$ cat src/rtl/mesi_wr_pkg.sv
package mesi_wr_pkg;
    typedef enum logic [1:0] {
        LN_I = 2'b00,
        LN_S = 2'b01,
        LN_E = 2'b10,
        LN_M = 2'b11
    } line_st_t;

    typedef enum logic [1:0] {
        ST_IDLE   = 2'd0,
        ST_INVAL  = 2'd1,
        ST_COMMIT = 2'd2
    } ctl_st_t;
endpackage

$ cat src/rtl/mesi_wr_classify.sv
module mesi_wr_classify
    import mesi_wr_pkg::*;
(
    input  logic     tag_hit,
    input  line_st_t state,
    output logic     is_miss,
    output logic     on_invalid,
    output logic     is_hit,
    output logic     on_shared,
    output logic     need_inv,
    output logic     silent_up
);
    always_comb begin
        is_miss    = !tag_hit || (state == LN_I);
        on_invalid = tag_hit && (state == LN_I);
        is_hit     = !is_miss;
        on_shared  = tag_hit && (state == LN_S);
        need_inv   = is_miss || on_shared;
        silent_up  = tag_hit && (state == LN_E);
    end
endmodule

$ cat src/rtl/mesi_sat_cnt.sv
module mesi_sat_cnt #(
    parameter int W = 32
) (
    input  logic         clk,
    input  logic         rst_n,
    input  logic         inc,
    output logic [W-1:0] cnt
);
    localparam logic [W-1:0] MAXV = '1;

    always_ff @(posedge clk) begin
        if (!rst_n)
            cnt <= '0;
        else if (inc && cnt != MAXV)
            cnt <= cnt + 1'b1;
    end

    // a full counter never wraps
    a_r11_no_wrap: assert property (@(posedge clk) disable iff (!rst_n)
        (cnt == MAXV) |=> (cnt == MAXV));
endmodule

$ cat src/rtl/mesi_write_ctrl.sv
module mesi_write_ctrl
    import mesi_wr_pkg::*;
#(
    parameter int AW    = 32,
    parameter int CNT_W = 32
) (
    input  logic             clk,
    input  logic             rst_n,
    input  logic             wr_valid,
    input  logic [AW-1:0]    wr_addr,
    output logic             wr_ready,
    output logic [AW-1:0]    lk_addr,
    input  logic             lk_tag_hit,
    input  logic [1:0]       lk_state,
    output logic             upd_en,
    output logic [AW-1:0]    upd_addr,
    output logic [1:0]       upd_state,
    output logic             inv_req,
    output logic [AW-1:0]    inv_addr,
    input  logic             inv_ack,
    output logic [CNT_W-1:0] cnt_miss,
    output logic [CNT_W-1:0] cnt_on_inval,
    output logic [CNT_W-1:0] cnt_hit,
    output logic [CNT_W-1:0] cnt_on_shared,
    output logic [CNT_W-1:0] cnt_inv_sent
);
    localparam int NCNT = 5;

    ctl_st_t       st_q, st_d;
    logic [AW-1:0] addr_q;
    logic          c_miss, c_oninv, c_hit, c_onsh, c_needinv, c_silent;
    logic          take;
    logic [NCNT-1:0]       inc_v;
    logic [CNT_W-1:0]      cnt_v [NCNT];

    mesi_wr_classify u_cls (
        .tag_hit    (lk_tag_hit),
        .state      (line_st_t'(lk_state)),
        .is_miss    (c_miss),
        .on_invalid (c_oninv),
        .is_hit     (c_hit),
        .on_shared  (c_onsh),
        .need_inv   (c_needinv),
        .silent_up  (c_silent)
    );

    assign take    = (st_q == ST_IDLE) && wr_valid;
    assign lk_addr = wr_addr;

    // state register
    always_ff @(posedge clk) begin
        if (!rst_n) begin
            st_q   <= ST_IDLE;
            addr_q <= '0;
        end else begin
            st_q <= st_d;
            if (take && c_needinv)
                addr_q <= wr_addr;
        end
    end

    // next state
    always_comb begin
        st_d = st_q;
        unique case (st_q)
            ST_IDLE:   if (take && c_needinv) st_d = ST_INVAL;
            ST_INVAL:  if (inv_ack)           st_d = ST_COMMIT;
            ST_COMMIT:                        st_d = ST_IDLE;
            default:                          st_d = ST_IDLE;
        endcase
    end

    // outputs
    always_comb begin
        wr_ready  = 1'b0;
        upd_en    = 1'b0;
        upd_addr  = addr_q;
        upd_state = LN_M;
        inv_req   = 1'b0;
        inv_addr  = addr_q;
        unique case (st_q)
            ST_IDLE: begin
                upd_addr = wr_addr;
                if (take && !c_needinv) begin
                    wr_ready = 1'b1;
                    upd_en   = c_silent;
                end
            end
            ST_INVAL:  inv_req = 1'b1;
            ST_COMMIT: begin
                upd_en   = 1'b1;
                wr_ready = 1'b1;
            end
            default: ;
        endcase
    end

    assign inc_v[0] = take && c_miss;
    assign inc_v[1] = take && c_oninv;
    assign inc_v[2] = take && c_hit;
    assign inc_v[3] = take && c_onsh;
    assign inc_v[4] = inv_req && inv_ack;

    for (genvar g = 0; g < NCNT; g++) begin : g_cnt
        mesi_sat_cnt #(.W(CNT_W)) u_cnt (
            .clk   (clk),
            .rst_n (rst_n),
            .inc   (inc_v[g]),
            .cnt   (cnt_v[g])
        );
    end

    assign cnt_miss      = cnt_v[0];
    assign cnt_on_inval  = cnt_v[1];
    assign cnt_hit       = cnt_v[2];
    assign cnt_on_shared = cnt_v[3];
    assign cnt_inv_sent  = cnt_v[4];

    // a pending invalidate holds with a stable address
    a_r8_inv_hold: assert property (@(posedge clk) disable iff (!rst_n)
        (inv_req && !inv_ack) |=> (inv_req && $stable(inv_addr)));

    // no completion and no array write while invalidate is pending
    a_r8_no_early_commit: assert property (@(posedge clk) disable iff (!rst_n)
        inv_req |-> (!wr_ready && !upd_en));

    // acknowledged invalidate commits Modified on the next cycle
    a_r9_commit_after_ack: assert property (@(posedge clk) disable iff (!rst_n)
        (inv_req && inv_ack) |=> (upd_en && wr_ready && upd_state == 2'b11));

    // acknowledged invalidate is counted
    a_r10_inv_count: assert property (@(posedge clk) disable iff (!rst_n)
        (inv_req && inv_ack) |=>
        ((cnt_inv_sent == CNT_W'($past(cnt_inv_sent) + 1'b1)) || (&$past(cnt_inv_sent))));

    // no request, no counter motion
    a_r12_idle_quiet: assert property (@(posedge clk) disable iff (!rst_n)
        (!wr_valid && !inv_req && !upd_en) |=> $stable(cnt_hit) && $stable(cnt_miss));
endmodule

$ cat config.mk
export PLATFORM = sky130hd
export DESIGN_NAME = mesi_write_ctrl
export DESIGN_NICKNAME = d
export VERILOG_FILES = /design/src/rtl/mesi_wr_pkg.sv /design/src/rtl/mesi_wr_classify.sv /design/src/rtl/mesi_sat_cnt.sv /design/src/rtl/mesi_write_ctrl.sv
export SDC_FILE = /design/constraint.sdc
export NUM_CORES = 1
export LEC_CHECK = 0
export ABC_CLOCK_PERIOD_IN_PS = 8400
export BUFFER_PORTS_ARGS = -buffer_cell sky130_fd_sc_hd__buf_2
export CAP_MARGIN = 25
export CELL_PAD_IN_SITES_DETAIL_PLACEMENT = 2
export CELL_PAD_IN_SITES_GLOBAL_PLACEMENT = 2
export CORE_UTILIZATION = 33
export DETAILED_ROUTE_END_ITERATION = 6
export PLACE_DENSITY = 0.95
export SLEW_MARGIN = 25
export SYNTH_ARGS = -nofsm -noshare
export SYNTH_HDL_FRONTEND = slang
export SYNTH_HIERARCHICAL = 1
export SYNTH_SLANG_ARGS = --single-unit
$ cat constraint.sdc
create_clock -name clk -period 8.4 [get_ports clk]
set_clock_uncertainty 0.15 [all_clocks]
set_input_delay 0.84 -clock clk [delete_from_list [all_inputs] [get_ports clk]]
set_output_delay 0.84 -clock clk [all_outputs]
set_load 0.1 [all_outputs]
==> flow_summary.json <==
{
  "dr.pass1.iters": 5,
  "cts_root_buffer": "clkbuf_16",
  "antenna_found_initial": 0,
  "worstRegToRegCells": 7,
  "die_w_um": 182,
  "dp_hpwl_mm": 30.1,
  "cts_max_path_buffers": 2,
  "cts_tree": "done",
  "rsz0062_at_grt": "no",
  "startpoint_type": "flop",
  "worstHoldEndpoint": "inv_addr[7]$_SDFFE_PN0P_",
  "cts_buffers": 17,
  "nFillCells": 3598,
  "io_buffer_count": 297,
  "grtUsageMet1_pct": 27.8,
  "yosys_register_bits": 194,
  "clk_pin_slew_ps": 80,
  "die_area_sq_mm": 0.0330,
  "syn_area_sq_mm": 0.0107,
  "numClockSinks": 194,
  "wire_per_inst_um": 22.4,
  "start_util_pct": 33.7,
  "drive_gt1_share_pct": 27.8,
  "cts_htree_levels": 4,
  "core_area_sq_mm": 0.0316,
  "setup_violations": 0,
  "status": "finished, final reports clean",
  "drcViolationCount": 0,
  "rr_endpoint": "g_cnt[0].u_cnt/cnt[31]$_SDFFE_PN0P_",
  "end_kind": "flop",
  "min_path_cells": 2,
  "antenna_left": 0,
  "critical_path.max_fanout": 14,
  "syn_inst": 1233,
  "seq_area_sq_mm": 0.00388,
  "cp.required_ps": 8610,
  "arrival_ps": 3910,
  "n_antenna_cell": 0,
  "ys_types": 50,
  "grt_use_met3_pct": 4.49,
  "syn_avg_cell_area_sq_um": 8.65,
  "ys_seq_area_share_pct": 36.4,
  "layout.nets": 1494,
  "vias": 11000,
  "place_inst": 1833,
  "hold_buffers": 0,
  "reg2reg_slack_ps": 4700,
  "cts_setup_buffers": 0,
  "stdcell_count": 1865,
  "r2r_start": "st_q[1]$_SDFFE_PN0P_",
  "multiInputGateArea_sq_mm": 0.00615,
  "cts.repair.resized": 0,
  "hold_violations": 0,
  "ioPinCount": 300,
  "max_freq_mhz": 270,
  "vdd_drop_max_mv": 0.133,
  "clk_latency_ps": 460,
  "fin_setup_tns_ps": 0,
  "synth_edf_count": 0,
  "hp-start": "inv_addr[7]$_SDFFE_PN0P_",
  "relSlewSlack_pct": 28.5,
  "yosysWarningCount": 6,
  "routed_wl_mm": 41.7,
  "place.gp.congestion": 0.835,
  "top_usage_layer": "met2",
  "finalCriticalPeriod_ps": 3700,
  "routed_via_density": 5.89,
  "maxCapViolCount": 0,
  "drtIter0Drc": 581,
  "row_count": 65,
  "period_share_pct": 44.1,
  "hold_path.class": "flop to flop",
  "ys.flop_type": "dfxtp_1",
  "fin_util_pct": 40.1,
  "die_y_um": 182,
  "p_per_area_mw_per_mm2": 172,
  "syn_to_final_growth_pct": 19.1,
  "grt_pass1_wl_mm": 65.8,
  "tightest_slew_ps": 1070,
  "drv_slew": 0,
  "grt_usage_pct": 25.0,
  "overflow": 0,
  "worstSetupPathType": "flop to flop",
  "grt_max_degree": 96,
  "met2_usage_pct": 47.3,
  "async_reset_ff_share_pct": 0,
  "power.static_leakage_nw": 4.94,
  "grt_pass1_vias": 11700
}
==> flip-flops by register name, indices dropped and copies added (netlist names) <==
signal	flops
g_cnt.u_cnt/cnt	160
inv_addr	32
st_q	2
==> stage by stage <==
stage	area [sq um]	setup slack (ps)	power [mW]	hold WS, ps
after floorplan	10700	4080	1.34	543
after global placement	12100	4590	1.39	300
after detailed placement	12100	4430	1.40	320
after CTS	12700	4700	2.20	330
after global routing	12700	4500	2.25	350
final	12700	4700	2.18	324
==> cell usage after synthesis, types with 2 or more instances <==
| cell | number | share of area [%] |
|---|---|---|
| o31ai_1 | 55 | 3.9 |
| a2111oi_0 | 5 | 0.41 |
| o41ai_1 | 15 | 1.2 |
| o41ai_2 | 5 | 0.76 |
| ha_1 | 5 | 0.59 |
| o311ai_0 | 10 | 0.82 |
| o21a_1 | 7 | 0.49 |
| nand2_1 | 145 | 5.1 |
| xor2_1 | 5 | 0.41 |
| and3b_1 | 2 | 0.16 |
| o21ai_0 | 16 | 0.75 |
| buf_4 | 41 | 2.9 |
| buf_12 | 3 | 0.56 |
| nand4_1 | 45 | 2.6 |
| nor4_1 | 30 | 1.8 |
| nor3_1 | 15 | 0.70 |
| and3_1 | 20 | 1.2 |
| inv_1 | 16 | 0.56 |
| o211ai_1 | 10 | 0.70 |
| or3_4 | 5 | 0.53 |
| nor2_1 | 46 | 1.6 |
| or4_1 | 55 | 3.9 |
| clkbuf_1 | 55 | 1.9 |
| nand2b_1 | 46 | 2.7 |
| a21oi_1 | 76 | 3.6 |
| mux2_2 | 31 | 3.3 |
| nand3_1 | 60 | 2.8 |
| or4_4 | 10 | 1.1 |
| and4_1 | 30 | 2.5 |
| mux2i_1 | 67 | 6.3 |
| and2_1 | 11 | 0.65 |
| dfxtp_1 | 194 | 36 |
| or3_1 | 25 | 1.5 |
| nand3_2 | 10 | 0.94 |
| a211oi_1 | 6 | 0.42 |
| xnor2_1 | 20 | 1.6 |
| a31oi_1 | 5 | 0.29 |
| buf_2 | 7 | 0.33 |
| a2111o_1 | 5 | 0.53 |
| a21o_1 | 5 | 0.35 |
| o31a_1 | 5 | 0.41 |
==> worst max-delay path: stages, from the launching register on <==
cell     delay (ps)
dfxtp_1         410
nor2_4          450
and3_1          400
nand4_1         490
or4_4           690
or3_1           430
or4_1           420
a21oi_1         160
==> area by class of cell <==
| cell class | instances | area share [%] |
|---|---|---|
| multi-input cells | 916 | 48.4 |
| inverters | 16 | 0.473 |
| repair buffers | 305 | 12.2 |
| well taps | 402 | 3.96 |
| clock inverters | 15 | 1.03 |
| flip-flops and latches | 194 | 30.6 |
| clock buffers | 17 | 3.35 |
==> placed cells by master, fill, tap and decap left out, types with 6 or more instances in the layout <==
cell type    n
nand2b_1    46
o211ai_1    10
or4_1       55
nand4_1     45
nor2_1      46
a21oi_1     76
o21a_1       7
and4_1      30
nand2_1    145
nor4_1      25
mux2_2      31
and2_1      11
or4_4       10
o31ai_1     55
nand3_1     60
buf_2      296
or3_1       25
nand3_2     10
mux2i_1     67
dfxtp_1    194
o21ai_0     16
clkbuf_16   17
xnor2_1     20
a211oi_1     6
inv_1       16
nor3_1      15
and3_1      20
o41ai_1     15
o311ai_0    10
buf_4        9
==> where the power goes <==
group	leakage, nW	internal, mW	switching (mW)
logic	3.11	0.0686	0.365
clock network	0.257	0.387	0.413
registers	1.57	0.932	0.0131
==> cells by family (layout without fill, tap and decap cells) <==
family | after synthesis | count (layout) | share of synthesized area [%]
mux | 99 | 99 | 9.67
fa+ha+maj | 5 | 5 | 0.587
compound gates | 225 | 225 | 14.6
simple gates | 560 | 560 | 30.2
buf+inv | 124 | 353 | 6.42
xor+xnor | 25 | 25 | 2.05
flops | 194 | 194 | 36.4
other cells | 1 | 2 | 0.0352
==> layer usage <==
layer / wire (um) / vias up
met5: 0 / -
met4: 946 / 0
met3: 1880 / 61
met2: 22200 / 300
met1: 16700 / 5578
li1: - / 5053
==> how the worst max path moves through the flow <==
stage                         start                                  end  slack [ps]  cells past startpoint
2_1_floorplan           lk_state[0]                               upd_en        4080                      3
3_3_place_gp                  rst_n   g_cnt[3].u_cnt/cnt[2]$_SDFFE_PN0P_        4590                      5
3_5_place_dp                  rst_n   g_cnt[0].u_cnt/cnt[2]$_SDFFE_PN0P_        4430                      5
4_1_cts        st_q[1]$_SDFFE_PN0P_  g_cnt[0].u_cnt/cnt[31]$_SDFFE_PN0P_        4700                      7
5_1_grt        st_q[1]$_SDFFE_PN0P_  g_cnt[3].u_cnt/cnt[31]$_SDFFE_PN0P_        4500                      7
6_report       st_q[1]$_SDFFE_PN0P_  g_cnt[0].u_cnt/cnt[31]$_SDFFE_PN0P_        4700                      7
(Power assumes the default switching activity.)
